File: src/rtl/fp14_pkg.sv
package fp14_pkg;
   typedef enum logic {
      FP_OP_ADD = 1'b0,
      FP_OP_MUL = 1'b1
   } fp_op_e;

   // width of the signed working exponent: room for sum of two stored
   // exponents and for the largest normalization shift
   function automatic int work_exp_w(input int exp_w);
      return exp_w + 3;
   endfunction
endpackage

File: src/rtl/fp14_addcore.sv
module fp14_addcore #(
   parameter int EXP_W = 5,
   parameter int SIG_W = 8,
   parameter int EW    = EXP_W + 3
) (
   input  logic                 a_sign,
   input  logic [EXP_W-1:0]     a_exp,
   input  logic [SIG_W-1:0]     a_sig,
   input  logic                 b_sign,
   input  logic [EXP_W-1:0]     b_exp,
   input  logic [SIG_W-1:0]     b_sig,
   output logic                 r_sign,
   output logic signed [EW-1:0] r_exp,
   output logic [2*SIG_W-1:0]   r_man
);
   localparam int MW = 2 * SIG_W;

   logic             a_big;
   logic [EXP_W-1:0] big_exp, small_exp, shift_amt;
   logic [SIG_W-1:0] big_sig, small_sig, aligned;
   logic             big_sign;
   logic [SIG_W:0]   sum;
   logic [SIG_W-1:0] diff;

   // magnitude order: exponent first, significand second
   assign a_big = {a_exp, a_sig} >= {b_exp, b_sig};

   always_comb begin
      if (a_big) begin
         big_exp   = a_exp;  big_sig   = a_sig;  big_sign = a_sign;
         small_exp = b_exp;  small_sig = b_sig;
      end else begin
         big_exp   = b_exp;  big_sig   = b_sig;  big_sign = b_sign;
         small_exp = a_exp;  small_sig = a_sig;
      end
   end

   assign shift_amt = big_exp - small_exp;
   assign aligned   = small_sig >> shift_amt;
   assign sum       = {1'b0, big_sig} + {1'b0, aligned};
   assign diff      = big_sig - aligned;

   always_comb begin
      r_sign = big_sign;
      if (a_sign == b_sign) begin
         // sum has one extra integer bit: frame it one place higher
         r_man = {sum, {(MW-SIG_W-1){1'b0}}};
         r_exp = EW'(big_exp) + EW'(1);
      end else begin
         r_man = {diff, {(MW-SIG_W){1'b0}}};
         r_exp = EW'(big_exp);
      end
   end
endmodule

File: src/rtl/fp14_mulcore.sv
module fp14_mulcore #(
   parameter int EXP_W = 5,
   parameter int SIG_W = 8,
   parameter int BIAS  = 16,
   parameter int EW    = EXP_W + 3
) (
   input  logic                 a_sign,
   input  logic [EXP_W-1:0]     a_exp,
   input  logic [SIG_W-1:0]     a_sig,
   input  logic                 b_sign,
   input  logic [EXP_W-1:0]     b_exp,
   input  logic [SIG_W-1:0]     b_sig,
   output logic                 r_sign,
   output logic signed [EW-1:0] r_exp,
   output logic [2*SIG_W-1:0]   r_man
);
   localparam int MW = 2 * SIG_W;

   assign r_sign = a_sign ^ b_sign;
   assign r_man  = MW'(a_sig) * MW'(b_sig);
   // product of two fractions is a fraction of MW bits: stored exponent
   // is the sum of true exponents re-biased once
   assign r_exp  = EW'(a_exp) + EW'(b_exp) - EW'(BIAS);
endmodule

File: src/rtl/fp14_norm.sv
module fp14_norm #(
   parameter int EXP_W = 5,
   parameter int SIG_W = 8,
   parameter int EW    = EXP_W + 3
) (
   input  logic                       n_sign,
   input  logic signed [EW-1:0]       n_exp,
   input  logic [2*SIG_W-1:0]         n_man,
   output logic [EXP_W+SIG_W:0]       n_word,
   output logic                       n_ovf,
   output logic                       n_unf
);
   localparam int MW  = 2 * SIG_W;
   localparam int LZW = $clog2(MW + 1);
   localparam logic signed [EW-1:0] EMAX = EW'((1 << EXP_W) - 1);

   logic [LZW-1:0]        lead;
   logic [MW-1:0]         shifted;
   logic signed [EW-1:0]  fin_exp;
   logic                  nonzero;

   always_comb begin
      lead = LZW'(MW);
      for (int i = 0; i < MW; i++) begin
         if (n_man[i]) lead = LZW'(MW - 1 - i);
      end
   end

   assign nonzero = |n_man;
   assign shifted = n_man << lead;
   assign fin_exp = n_exp - EW'(lead);
   assign n_unf   = nonzero && fin_exp[EW-1];
   assign n_ovf   = nonzero && !fin_exp[EW-1] && (fin_exp > EMAX);

   always_comb begin
      if (!nonzero || n_unf)
         n_word = '0;
      else if (n_ovf)
         n_word = {n_sign, {EXP_W{1'b1}}, {SIG_W{1'b1}}};
      else
         n_word = {n_sign, fin_exp[EXP_W-1:0], shifted[MW-1 -: SIG_W]};
   end
endmodule

File: src/rtl/fp14_arith.sv
module fp14_arith #(
   parameter int EXP_W   = 5,
   parameter int SIG_W   = 8,
   parameter int BIAS    = 16,
   parameter bit OUT_REG = 1'b1
) (
   input  logic                   clk,
   input  logic                   rst_n,
   input  logic                   in_valid,
   input  logic                   op_sel,
   input  logic [EXP_W+SIG_W:0]   opa,
   input  logic [EXP_W+SIG_W:0]   opb,
   output logic                   out_valid,
   output logic [EXP_W+SIG_W:0]   result,
   output logic                   ovf,
   output logic                   unf
);
   import fp14_pkg::*;

   localparam int W  = 1 + EXP_W + SIG_W;
   localparam int EW = work_exp_w(EXP_W);
   localparam int MW = 2 * SIG_W;

   generate
      if (EXP_W < 2 || EXP_W > 12) begin : g_bad_exp
         $error("fp14_arith: EXP_W out of range");
      end
      if (SIG_W < 2 || SIG_W > 24) begin : g_bad_sig
         $error("fp14_arith: SIG_W out of range");
      end
      if (BIAS < 1 || BIAS >= (1 << EXP_W)) begin : g_bad_bias
         $error("fp14_arith: BIAS outside exponent range");
      end
   endgenerate

   // operand unpack: a zero significand makes the whole operand zero
   logic [W-1:0]     ops [2];
   logic             u_sign [2];
   logic [EXP_W-1:0] u_exp  [2];
   logic [SIG_W-1:0] u_sig  [2];

   assign ops[0] = opa;
   assign ops[1] = opb;

   for (genvar k = 0; k < 2; k++) begin : g_unpack
      logic is_zero;
      assign is_zero  = ~|ops[k][SIG_W-1:0];
      assign u_sign[k] = ops[k][W-1];
      assign u_exp[k]  = is_zero ? '0 : ops[k][W-2 -: EXP_W];
      assign u_sig[k]  = ops[k][SIG_W-1:0];
   end

   logic                 add_sign, mul_sign, sel_sign;
   logic signed [EW-1:0] add_exp, mul_exp, sel_exp;
   logic [MW-1:0]        add_man, mul_man, sel_man;

   fp14_addcore #(.EXP_W(EXP_W), .SIG_W(SIG_W), .EW(EW)) u_add (
      .a_sign(u_sign[0]), .a_exp(u_exp[0]), .a_sig(u_sig[0]),
      .b_sign(u_sign[1]), .b_exp(u_exp[1]), .b_sig(u_sig[1]),
      .r_sign(add_sign),  .r_exp(add_exp),  .r_man(add_man)
   );

   fp14_mulcore #(.EXP_W(EXP_W), .SIG_W(SIG_W), .BIAS(BIAS), .EW(EW)) u_mul (
      .a_sign(u_sign[0]), .a_exp(u_exp[0]), .a_sig(u_sig[0]),
      .b_sign(u_sign[1]), .b_exp(u_exp[1]), .b_sig(u_sig[1]),
      .r_sign(mul_sign),  .r_exp(mul_exp),  .r_man(mul_man)
   );

   always_comb begin
      if (fp_op_e'(op_sel) == FP_OP_MUL) begin
         sel_sign = mul_sign; sel_exp = mul_exp; sel_man = mul_man;
      end else begin
         sel_sign = add_sign; sel_exp = add_exp; sel_man = add_man;
      end
   end

   logic [W-1:0] nrm_word;
   logic         nrm_ovf, nrm_unf;

   fp14_norm #(.EXP_W(EXP_W), .SIG_W(SIG_W), .EW(EW)) u_norm (
      .n_sign(sel_sign), .n_exp(sel_exp), .n_man(sel_man),
      .n_word(nrm_word), .n_ovf(nrm_ovf), .n_unf(nrm_unf)
   );

   generate
      if (OUT_REG) begin : g_reg
         always_ff @(posedge clk) begin
            if (!rst_n) begin
               out_valid <= 1'b0;
               result    <= '0;
               ovf       <= 1'b0;
               unf       <= 1'b0;
            end else begin
               out_valid <= in_valid;
               if (in_valid) begin
                  result <= nrm_word;
                  ovf    <= nrm_ovf;
                  unf    <= nrm_unf;
               end
            end
         end

         AST_VALID_LATENCY: assert property (@(posedge clk) disable iff (!rst_n)
            in_valid |=> out_valid);
         AST_IDLE_HOLD: assert property (@(posedge clk) disable iff (!rst_n)
            !in_valid |=> (!out_valid && $stable(result)));
         AST_ZERO_POSITIVE: assert property (@(posedge clk) disable iff (!rst_n)
            (result[SIG_W-1:0] == '0) |-> (result == '0));
         AST_OVF_SATURATE: assert property (@(posedge clk) disable iff (!rst_n)
            ovf |-> (result[W-2:0] == {(W-1){1'b1}}));
         AST_UNF_ZERO: assert property (@(posedge clk) disable iff (!rst_n)
            unf |-> (result == '0));
         AST_NORMALIZED_OUT: assert property (@(posedge clk) disable iff (!rst_n)
            (result[SIG_W-1:0] != '0) |-> result[SIG_W-1]);
         AST_FLAGS_EXCLUSIVE: assert property (@(posedge clk) disable iff (!rst_n)
            !(ovf && unf));
      end else begin : g_comb
         assign out_valid = in_valid;
         assign result    = nrm_word;
         assign ovf       = nrm_ovf;
         assign unf       = nrm_unf;
      end
   endgenerate
endmodule

File: config.mk
export PLATFORM = sky130hd
export DESIGN_NAME = fp14_arith
export DESIGN_NICKNAME = d
export VERILOG_FILES = /design/src/rtl/fp14_pkg.sv /design/src/rtl/fp14_addcore.sv /design/src/rtl/fp14_mulcore.sv /design/src/rtl/fp14_norm.sv /design/src/rtl/fp14_arith.sv
export SDC_FILE = /design/constraint.sdc
export NUM_CORES = 1
export LEC_CHECK = 0
export ABC_AREA = 0
export BUFFER_PORTS_ARGS = -buffer_cell sky130_fd_sc_hd__buf_2
export CORE_MARGIN = 1.5
export CORE_UTILIZATION = 31
export CTS_CLUSTER_DIAMETER = 150
export DETAILED_ROUTE_END_ITERATION = 6
export MAX_ROUTING_LAYER = met4
export PLACE_DENSITY = 0.57
export SLEW_MARGIN = 30
export SYNTH_ARGS = -nofsm -noshare
export SYNTH_HDL_FRONTEND = slang
export SYNTH_SLANG_ARGS = --single-unit
File: constraint.sdc
create_clock -name clk -period 16.65 [get_ports clk]
set_input_delay 4.995 -clock clk [delete_from_list [all_inputs] [get_ports clk]]
set_output_delay 4.995 -clock clk [all_outputs]
set_load 0.1 [all_outputs]
; Word level (Yosys, flattened, before mapping)
; Cells that the tools add are included.
; Widths: inputs -> output; s select.
[totals]
reg_bits = 17
input_bits = 32
output_inout_bits = 17
[op_classes]
n_addsub = 7
multipliers = 1
order_cmp = 2
eq_ne = 1
shifts = 2
mux = 30
bitwise = 1
reduce_logical = 9
[ops]
columns = operator, count
row1 = $mux 5, 20
row2 = $mux 16, 2
row3 = $mux 8, 4
row4 = $mul 8x8->16, 1
row5 = $reduce_or 16->1, 1
row6 = $reduce_or 8->1, 2
row7 = $shl 16x5->16, 1
row8 = $mux 14, 1
row9 = $ge 13x13->1, 1
row10 = $mux 13, 1
row11 = $add 8x8->9, 1
row12 = $gt 8x6->1 const B, 1
row13 = $shr 8x5->8, 1
row14 = $sub 8x5->8, 1
row15 = $sub 8x5->8 const B, 1
row16 = $sub 8x8->8, 1
row17 = $add 5x1->6 const B, 1
row18 = $add 5x5->6, 1
row19 = $sub 5x5->5, 1
row20 = $logic_and 1x1->1, 3
row21 = $logic_not 1->1, 2
row22 = $mux 1, 2
row23 = $eq 1x1->1, 1
row24 = $logic_or 1x1->1, 1
row25 = $xor 1x1->1, 1

; Longest topological paths before layout
; Gate-level depths: netlist of run 1.
[depth]
word_depth = 31
depth_mapped = 54
ltp_nobuf = 48

; By module
; From an unflattened synthesis of run 1, not the netlist that was laid out.
[unflattened]
cells_unflattened = 819
hier_area_um2 = 6605.1
[by_module_without_submodules]
columns = mod, instances, cells_per_inst, area_each_um2, seq_area_each_um2
row1 = fp14_mulcore, 1, 270, 2339.7, 0.0
row2 = fp14_addcore, 1, 275, 1944.4, 0.0
row3 = fp14_arith, 1, 95, 1174.9, 340.3
row4 = fp14_norm, 1, 179, 1146.1, 0.0

; Least setup slack after synthesis of run 1
; OpenSTA, ideal clock, no wires.
[synth_timing]
path_kind = input to register
startpoint = input opa[2]
endpoint = register result[0]
setup_ns = 0.119
t_arrival_ns = 13.915
slack_ns = 2.615
cell_stages = 50
path_buffers = 4
cell_sequence = or4_4 -> or2_2 -> nand2_1 -> inv_1 -> ha_1 -> a21o_1 -> a21o_1 -> a41o_1 -> nor2_2 -> nand2_1 -> clkbuf_1 -> nor2_1 -> a21oi_1 -> ha_1 -> nand2b_1 -> mux2i_1 -> nor4b_2 -> or2_2 -> [... 14 more ...] -> a31oi_1 -> and2_1 -> a32o_1 -> and2_1 -> nand2_1 -> buf_2 -> ha_1 -> nor2b_1 -> o21ai_0 -> nand2b_1 -> a21o_1 -> a21o_1 -> o21ai_0 -> a21boi_0 -> inv_1 -> a311o_1 -> a21oi_1 -> nor3_1
[synth_between]
elab_chain_len = 24
word_cells_on_any_way = 45
cone_classes = add/sub (7) / mul (1) / order compare (2) / shift (2) / mux (25) / reduce/logical (8)
[synth_lines]
columns = element, line
row1 = "start, declared", fp14_arith.sv:11  ; input logic [EXP_W+SIG_W:0] opa,
row2 = branches (longest 23 deep; another with $ge 13x13->1), -
row3 = $mux 14 *, fp14_norm.sv:36  ; if (!nonzero || n_unf)
row4 = "end signal, assigned", fp14_arith.sv:96  ; result <= nrm_word;
row5 = "end, declared", fp14_arith.sv:14  ; output logic [EXP_W+SIG_W:0] result,
; Every way passes the cells marked *.
; A chain may end at the register's enable or synchronous reset.

; Worst setup path in the final report of run 1
[layout_timing]
startpoint = input opa[3]
endpoint = register result[0]
; Same word-level chain as after synthesis.

==> flow_summary_export.csv, run 1 <==
group,metric,value,unit
outcome,status,"finished clean",
cts,clk_path_buf_depth,2,
cts,tritoncts,"yes",
worst_setup_path,setup.worst_path.end_class,"flop",
worst_setup_path,critPathRequiredTime,16780,ps
global_route,maximum_number_of_pins_on_one_net_before_global_route_repair,45,
run,maxCapViolCount,0,
placement,gp_congestion,0.932,
sta,timing.final.max_slew_violations,0,
global_route,global_route.usage.total,18.7,%
cts,clkTransAtPathRegs,50,ps
global_route,wire_length_of_the_first_global_routing_pass,35300,um
cells_and_area,post_route_cells_drive_above_1_share,11.9,%
cts,clkSinkCount,17,
worst_setup_path,crit_family,"compound AO/OA/AOI/OAI gates",
routing,route.met3.wl,1070,um
power,leakage,3.34,nW
cells_and_area,finalNonFillerCells,1213,
sta,report.final.setup_viol,0,
sta,rsz0062_at_grt,"false",
yosys,netlist.area_leader.share,15.5,%
cts,cts_inserted_buffers,3,
power,power_density,117,nW/um^2
placement,place.port_buffers,48,
yosys,syn_nets,1072,
cts,cts_setup_buffers,0,
floorplanning,starting_density,31.6,%
routing,detail_route.first_pass.iterations,5,
routing,top_signal_layer_used,"met4",
routing,drc,0,
routing,detail-route-antenna-nets,0,
routing,vias_per_cell,5.58,
cells_and_area,final_nets,1090,
cells_and_area,sequential_cell_area,340,sq um
sta,fmax,64.5,MHz
worst_hold_path,min_delay_worst_type,"reg2reg",
yosys,synth_top_cell_by_area,"ha_1",
cells_and_area,number_of_fill_cells_in_the_layout,2335,
yosys,number_of_instances_in_the_synthesized_netlist,916,
sta,fin_hold_ws,439,ps
sta,final.min_clock_period,15510,ps
global_route,vias_in_the_first_global_route,6672,
cts,clockRootBuffer,"clkbuf_16",
sta,clock_skew,0,ps
worst_setup_path,regToRegSetupSlack,15480,ps
placement,placed_cell_count,1209,
routing,met2RoutedLength,9660,um
placement,detailedPlacementHpwl,16900,um
cts,cts.htree.levels,1,
cells_and_area,synthToLayoutAreaGrowth,7.36,%
floorplanning,core-area,21900,sq um
worst_setup_path,timing.critical_path.arrival,15650,ps
cells_and_area,mostFrequentLayoutCells,"inv_1, ha_1, nand2_1",
yosys,synthTopCellsByArea,"ha_1, fa_1, inv_1, a21oi_1, dfxtp_1",
sta,worst-slew-pin-transition,745,ps
worst_setup_path,cp_slowest_cell,"o21ba_1",
cts,clkLatencyLatePin,250,ps
yosys,synthesis.area_per_instance,7.56,sq um
global_route,antenna_found_initial,0,
yosys,synth.yosys.seq_area_share,4.92,%
yosys,synth.ff_latch_count,17,
cts,cts_hold_buffers,0,
cts,cts_resized,0,
power,ir_worst_vdd,66.2,uV
sta,worst_slew_margin_rel,49.7,%
routing,route.detailed.wl_per_inst,17.5,um
global_route,overflow,0,
yosys,ys.flop_type,"dfxtp_1",
worst_setup_path,cpPeakStageDelay,680,ps
yosys,yosys.cell_types.count,102,
cells_and_area,antenna_cells_inserted,0,
floorplanning,num_rows,54,
sta,period_share,93.2,%
floorplanning,die_height,152,um
yosys,synth-edff-count,0,
cells_and_area,multi_input_area,5990,sq um
floorplanning,ioPinCount,49,
worst_setup_path,worstPathBufferInverterCount,6,
worst_setup_path,path_class,"in2reg",
worst_setup_path,worstSetupStartpointType,"primary input",
cells_and_area,layout_commonest_cell,"inv_1",
routing,totalWireLength,21200,um
yosys,asyncSetResetFlopFracSynth,0,%
floorplanning,die_width,152,um
worst_setup_path,timing.critical_path.fanout_max,19,
routing,first_iter_violations,549,
sta,finalHoldViolations,0,
floorplanning,fp.dieArea,23200,sq um
yosys,yosysWarnings,0,
routing,m1WireLength,10100,um
yosys,mappedNetlistArea,6920,sq um
sta,setup_tns,0,ps
routing,detailroute.via_count,6766,
-- worst register-to-register path, cell delays in order, from the launching register on --
cell and delay [ps]:
dfxtp_1 320, a21boi_0 160, inv_1 70, a311o_1 310
a21oi_1 130, nor3_1 70
-- metrics by stage --
stage / area [sq um] / setup WS [ps] / utilization, % / power (mW)
after floorplan: 6920 / 2620 / - / 0.652
after global placement: 7340 / 993 / 33.5 / 0.811
after detailed placement: 7340 / 999 / 33.5 / 0.810
after CTS: 7420 / 1220 / 33.9 / 0.863
after global routing: 7430 / 142 / 33.9 / 0.954
final: 7430 / 1140 / 33.9 / 0.870
-- power by group --
group	switching [mW]	total (mW)	internal, mW
clock network	0.0151	0.0476	0.0325
registers	0.00485	0.0560	0.0511
logic	0.501	0.766	0.265
total	0.521	0.870	0.348
-- synthesized netlist by cell type, drive strengths merged, types with 14 or more instances --
master  count
nand2      80
nor3       19
clkbuf     28
a21oi      68
buf        14
inv        96
fa         38
mux2i      19
a21o       14
xnor2      19
nor2       78
dfxtp      17
o21ai      72
and2       41
nand3      19
ha         86
-- per-layer routing --
layer  global-route usage (%)  up-vias
li1                         -     3307
met1                     25.5     3195
met2                     30.4      237
met3                     1.02       27
met4                     4.72        0
met5                        -        -
-- layout make-up --
cell class / instances / share of cell area [%]
Clock buffer: 4 / 1.06
Inverter: 98 / 5.02
Multi-Input combinational cell: 759 / 80.7
Sequential cell: 17 / 4.58
Tap cell: 280 / 4.72
Timing Repair Buffer: 55 / 3.94
-- path summary, 6_finish.rpt --
check / end / depth (start not counted) / start
worst min register to register: result[7] / 2 / result[7]
worst max register to register: result[0] / 5 / result[0]
worst max-delay path: result[0] / 41 / opa[3]
worst min-delay path: result[7] / 2 / result[7]
-- registers in the layout, summed over array words and instances (netlist names) --
signal	flops
result	14
out_valid	1
ovf	1
unf	1
-- logic make-up (layout without fill, tap and decap cells) --
family | Yosys count | after routing | share of synthesized area (%)
xor+xnor | 27 | 27 | 3.91
fa+ha+maj | 124 | 124 | 26.5
flops | 17 | 17 | 4.92
simple gates | 308 | 308 | 23.0
buf+inv | 140 | 157 | 8.57
mux | 31 | 31 | 5.73
compound gates | 269 | 269 | 27.4
Power figures use the tool's default switching activity.
==> run 2, diff against run 1 <==
- PLACE_DENSITY: 0.57 -> default
==> run 2 against run 1 <==
The run now fails in detailed routing (5_2_route). Synthesized cell count stayed put. Global-route usage is 0.40 points lower. Area after synthesis unchanged.
==> flow_summary_export.csv, run 2 <==
group,metric,value,unit
global_route,antenna_found_initial,0,
cts,cts_setup_buffers,0,
global_route,vias_in_the_first_global_route,6549,
yosys,ys.flop_type,"dfxtp_1",
yosys,asyncSetResetFlopFracSynth,0,%
yosys,synth_top_family_by_area,"compound AO/OA/AOI/OAI gates",
cts,cts_resized,0,
yosys,yosysWarnings,0,
cts,cts_hold_buffers,0,
yosys,synth-edff-count,0,
global_route,maximum_number_of_pins_on_one_net_before_global_route_repair,45,
yosys,synth_fa_ha_area_share,26.5,%
yosys,synth.ff_latch_count,17,
global_route,wire_length_of_the_first_global_routing_pass,34600,um
yosys,synth.yosys.seq_area_share,4.92,%
placement,detailedPlacementHpwl,16600,um
yosys,yosysMostFrequentCell,"inv_1",
yosys,yosys.cell_types.count,102,
yosys,number_of_instances_in_the_synthesized_netlist,916,
yosys,synthesis.area_per_instance,7.56,sq um
placement,gp_congestion,0.920,
floorplanning,ioPinCount,49,
cts,clk_path_buf_depth,2,
floorplanning,starting_density,31.6,%
yosys,synth_top_cell_by_area,"ha_1",
yosys,synth-simple-area-share,23.0,%
cts,cts_inserted_buffers,3,
yosys,synthTopCellsByArea,"ha_1, fa_1, inv_1, a21oi_1, dfxtp_1",
yosys,synth_xor_xnor_area_share,3.91,%
yosys,yosys-mux-area-fraction,5.73,%
global_route,global_route.usage.total,18.3,%
outcome,status,"did not finish",
cts,clockRootBuffer,"clkbuf_16",
global_route,overflow,0,
cts,cts.htree.levels,1,
yosys,post_synth_most_frequent_cells,"inv_1, ha_1, nand2_1",
cts,clkSinkCount,17,
yosys,netlist.area_leader.share,15.5,%
floorplanning,die_height,152,um
floorplanning,die_width,152,um
floorplanning,num_rows,54,
outcome,last-stage-reached,"detailed routing (5_2_route)",
outcome,tool.error,"[ERROR DRT-0255] Maze Route cannot find path of net clk in worker of routeBox ( 144900 0 ) ( 152410 48300 ).",
placement,place.port_buffers,48,
yosys,compound_gate_fraction_of_synth_area,27.4,%
yosys,mappedNetlistArea,6920,sq um
yosys,syn_nets,1072,
[run 2: cell families after synthesis]
logic type      Yosys count
compound gates          269
fa+ha+maj               124
mux                      31
flops                    17
simple gates            308
xor+xnor                 27
buf+inv                 140
[run 2: per-stage QoR]
step           hold slack, ps  worst slack [ps]  instances  cell area (sq um)
2_1_floorplan             874              2620        916               6920
3_3_place_gp              432               958       1208               7340
3_5_place_dp              432               966       1208               7340
4_1_cts                   440              1140       1212               7410
5_1_grt                   481               304       1212               7410
[run 2: metal layers]
layer	GRT usage (%)
met4	3.11
met1	25.8
met2	29.8
met5	-
met3	0.540
==> run 3, diff against run 2 <==
- CORE_UTILIZATION: 31 -> 20
- CTS_CLUSTER_DIAMETER: 150 -> default
- MAX_ROUTING_LAYER: met4 -> default
- PLACE_DENSITY_LB_ADDON: default -> 0.15
==> run 3 against run 2 <==
The run now ends clean. Global-route usage shrank 4.2 points.
==> flow_summary_export.csv, run 3 (synthesized netlist as in run 1, its figures left out) <==
group,metric,value,unit
outcome,status,"finished clean",
sta,finalHoldViolations,0,
routing,drc,0,
cts,cts_hold_buffers,0,
sta,final.min_clock_period,15720,ps
worst_setup_path,timing.critical_path.fanout_max,19,
power,leakage,3.37,nW
global_route,antenna_found_initial,0,
sta,rsz0062_at_grt,"false",
power,clock_power_share,5.5,%
worst_setup_path,worstSetupStartpointType,"primary input",
sta,period_share,94.4,%
global_route,vias_in_the_first_global_route,6719,
cts,cts_inserted_buffers,3,
power,power_density,115,nW/um^2
sta,report.final.setup_viol,0,
power,design_power_total,885,uW
run,maxCapViolCount,0,
routing,detailroute.via_count,6794,
cts,clk_path_buf_depth,2,
floorplanning,die_width,189,um
floorplanning,num_rows,67,
worst_setup_path,worstPathBufferInverterCount,5,
cells_and_area,mostFrequentLayoutCells,"inv_1, ha_1, nand2_1",
power,switching_share,60.4,%
sta,fmax,63.6,MHz
cells_and_area,layout_commonest_cell,"inv_1",
worst_setup_path,cp_slowest_cell,"o21ba_1",
cells_and_area,final_nets,1097,
cells_and_area,synthToLayoutAreaGrowth,11.2,%
worst_setup_path,timing.critical_path.arrival,15910,ps
cts,clockRootBuffer,"clkbuf_16",
cts,clkTransAtPathRegs,50,ps
power,reg_power_share,6.3,%
cts,tritoncts,"yes",
global_route,global_route.usage.total,14.1,%
cells_and_area,post_route_cells_drive_above_1_share,12.6,%
cells_and_area,number_of_fill_cells_in_the_layout,3798,
global_route,overflow,0,
cells_and_area,largest_reg_flops,14,
power,ir_worst_vdd,86.3,uV
power,combinational_group_share_of_total_power,88.2,%
worst_setup_path,cpPeakStageDelay,710,ps
floorplanning,ioPinCount,49,
power,intPower,351,uW
floorplanning,fp.dieArea,35700,sq um
sta,worst_slew_margin_rel,50.8,%
cells_and_area,max_flop_register,"result",
routing,detail-route-antenna-nets,0,
placement,gp_congestion,0.829,
worst_setup_path,setup.worst_path.end_class,"flop",
global_route,wire_length_of_the_first_global_routing_pass,39900,um
sta,worst-slew-pin-transition,729,ps
worst_setup_path,critPathRequiredTime,16830,ps
power,switching_power,534,uW
sta,worst_setup_slack_final,926,ps
worst_setup_path,path_class,"in2reg",
cts,clkSinkCount,17,
placement,pre_cts_setup_slack,623,ps
routing,first_iter_violations,457,
placement,detailedPlacementHpwl,20500,um
floorplanning,die_height,189,um
sta,setup_tns,0,ps
routing,vias_per_cell,4.89,
cts,cts_resized,0,
floorplanning,starting_density,20.5,%
worst_hold_path,min_delay_worst_type,"reg2reg",
cells_and_area,antenna_cells_inserted,0,
global_route,maximum_number_of_pins_on_one_net_before_global_route_repair,45,
cts,cts_setup_buffers,0,
cts,clkLatencyLatePin,250,ps
cts,cts.htree.levels,1,
placement,place.port_buffers,48,
routing,route.detailed.wl_per_inst,18.3,um
routing,totalWireLength,25400,um
sta,clock_skew,0,ps
floorplanning,core-area,33800,sq um
worst_setup_path,crit_family,"compound AO/OA/AOI/OAI gates",
routing,detail_route.first_pass.iterations,4,
sta,timing.final.max_slew_violations,0,
run 3: path summary, 6_finish.rpt:
| check | cells after the start | slack (ps) | startpoint | to |
|---|---|---|---|---|
| worst max-delay path | 42 | 930 | opa[2] | result[6] |
| worst min-delay path | 2 | 440 | result[7] | result[7] |
| worst max register to register | 6 | 15450 | result[5] | result[5] |
| worst min register to register | 2 | 440 | result[7] | result[7] |
run 3: cell type report:
class | instances | area [sq um] | area share [%]
multi-input cells | 759 | 5990 | 77.9
well taps | 448 | 561 | 7.29
inverters | 98 | 373 | 4.85
repair buffers | 62 | 345 | 4.49
flip-flops and latches | 17 | 340 | 4.42
clock buffers | 4 | 78.8 | 1.02
run 3: stage by stage:
step           area (sq um)  cells  utilization [%]  hold WS [ps]
4_1_cts                7680   1388             22.7           442
3_5_place_dp           7610   1384             22.5           433
2_1_floorplan          6920    916                -           874
5_1_grt                7690   1388             22.8           481
6_report               7690   1388             22.8           438
3_3_place_gp           7610   1384             22.5           430
run 3: worst min-delay path: stages (launching register included):
cell	delay, ps
dfxtp_1	300
nand2_1	50
nand2_1	40
run 3: power by group through the flow:
stage	Sequential (mW)	Clock (mW)	Combinational, mW
4_1_cts	0.0562	0.0504	0.782
2_1_floorplan	0.130	0	0.522
3_5_place_dp	0.0571	0	0.778
3_3_place_gp	0.0570	0	0.788
5_1_grt	0.0580	0.0518	0.867
6_report	0.0559	0.0489	0.780
run 3: metal layers:
metal  wire (um)  global-route usage [%]  part of all wire (%)  vias to the layer above
met4         475                    3.33                   1.9                        0
met3         644                   0.500                   2.5                       24
met5           0                       0                     0                        -
met2       11900                    24.6                    47                      136
met1       12400                    19.3                    49                     3313
li1            -                       -                     -                     3321
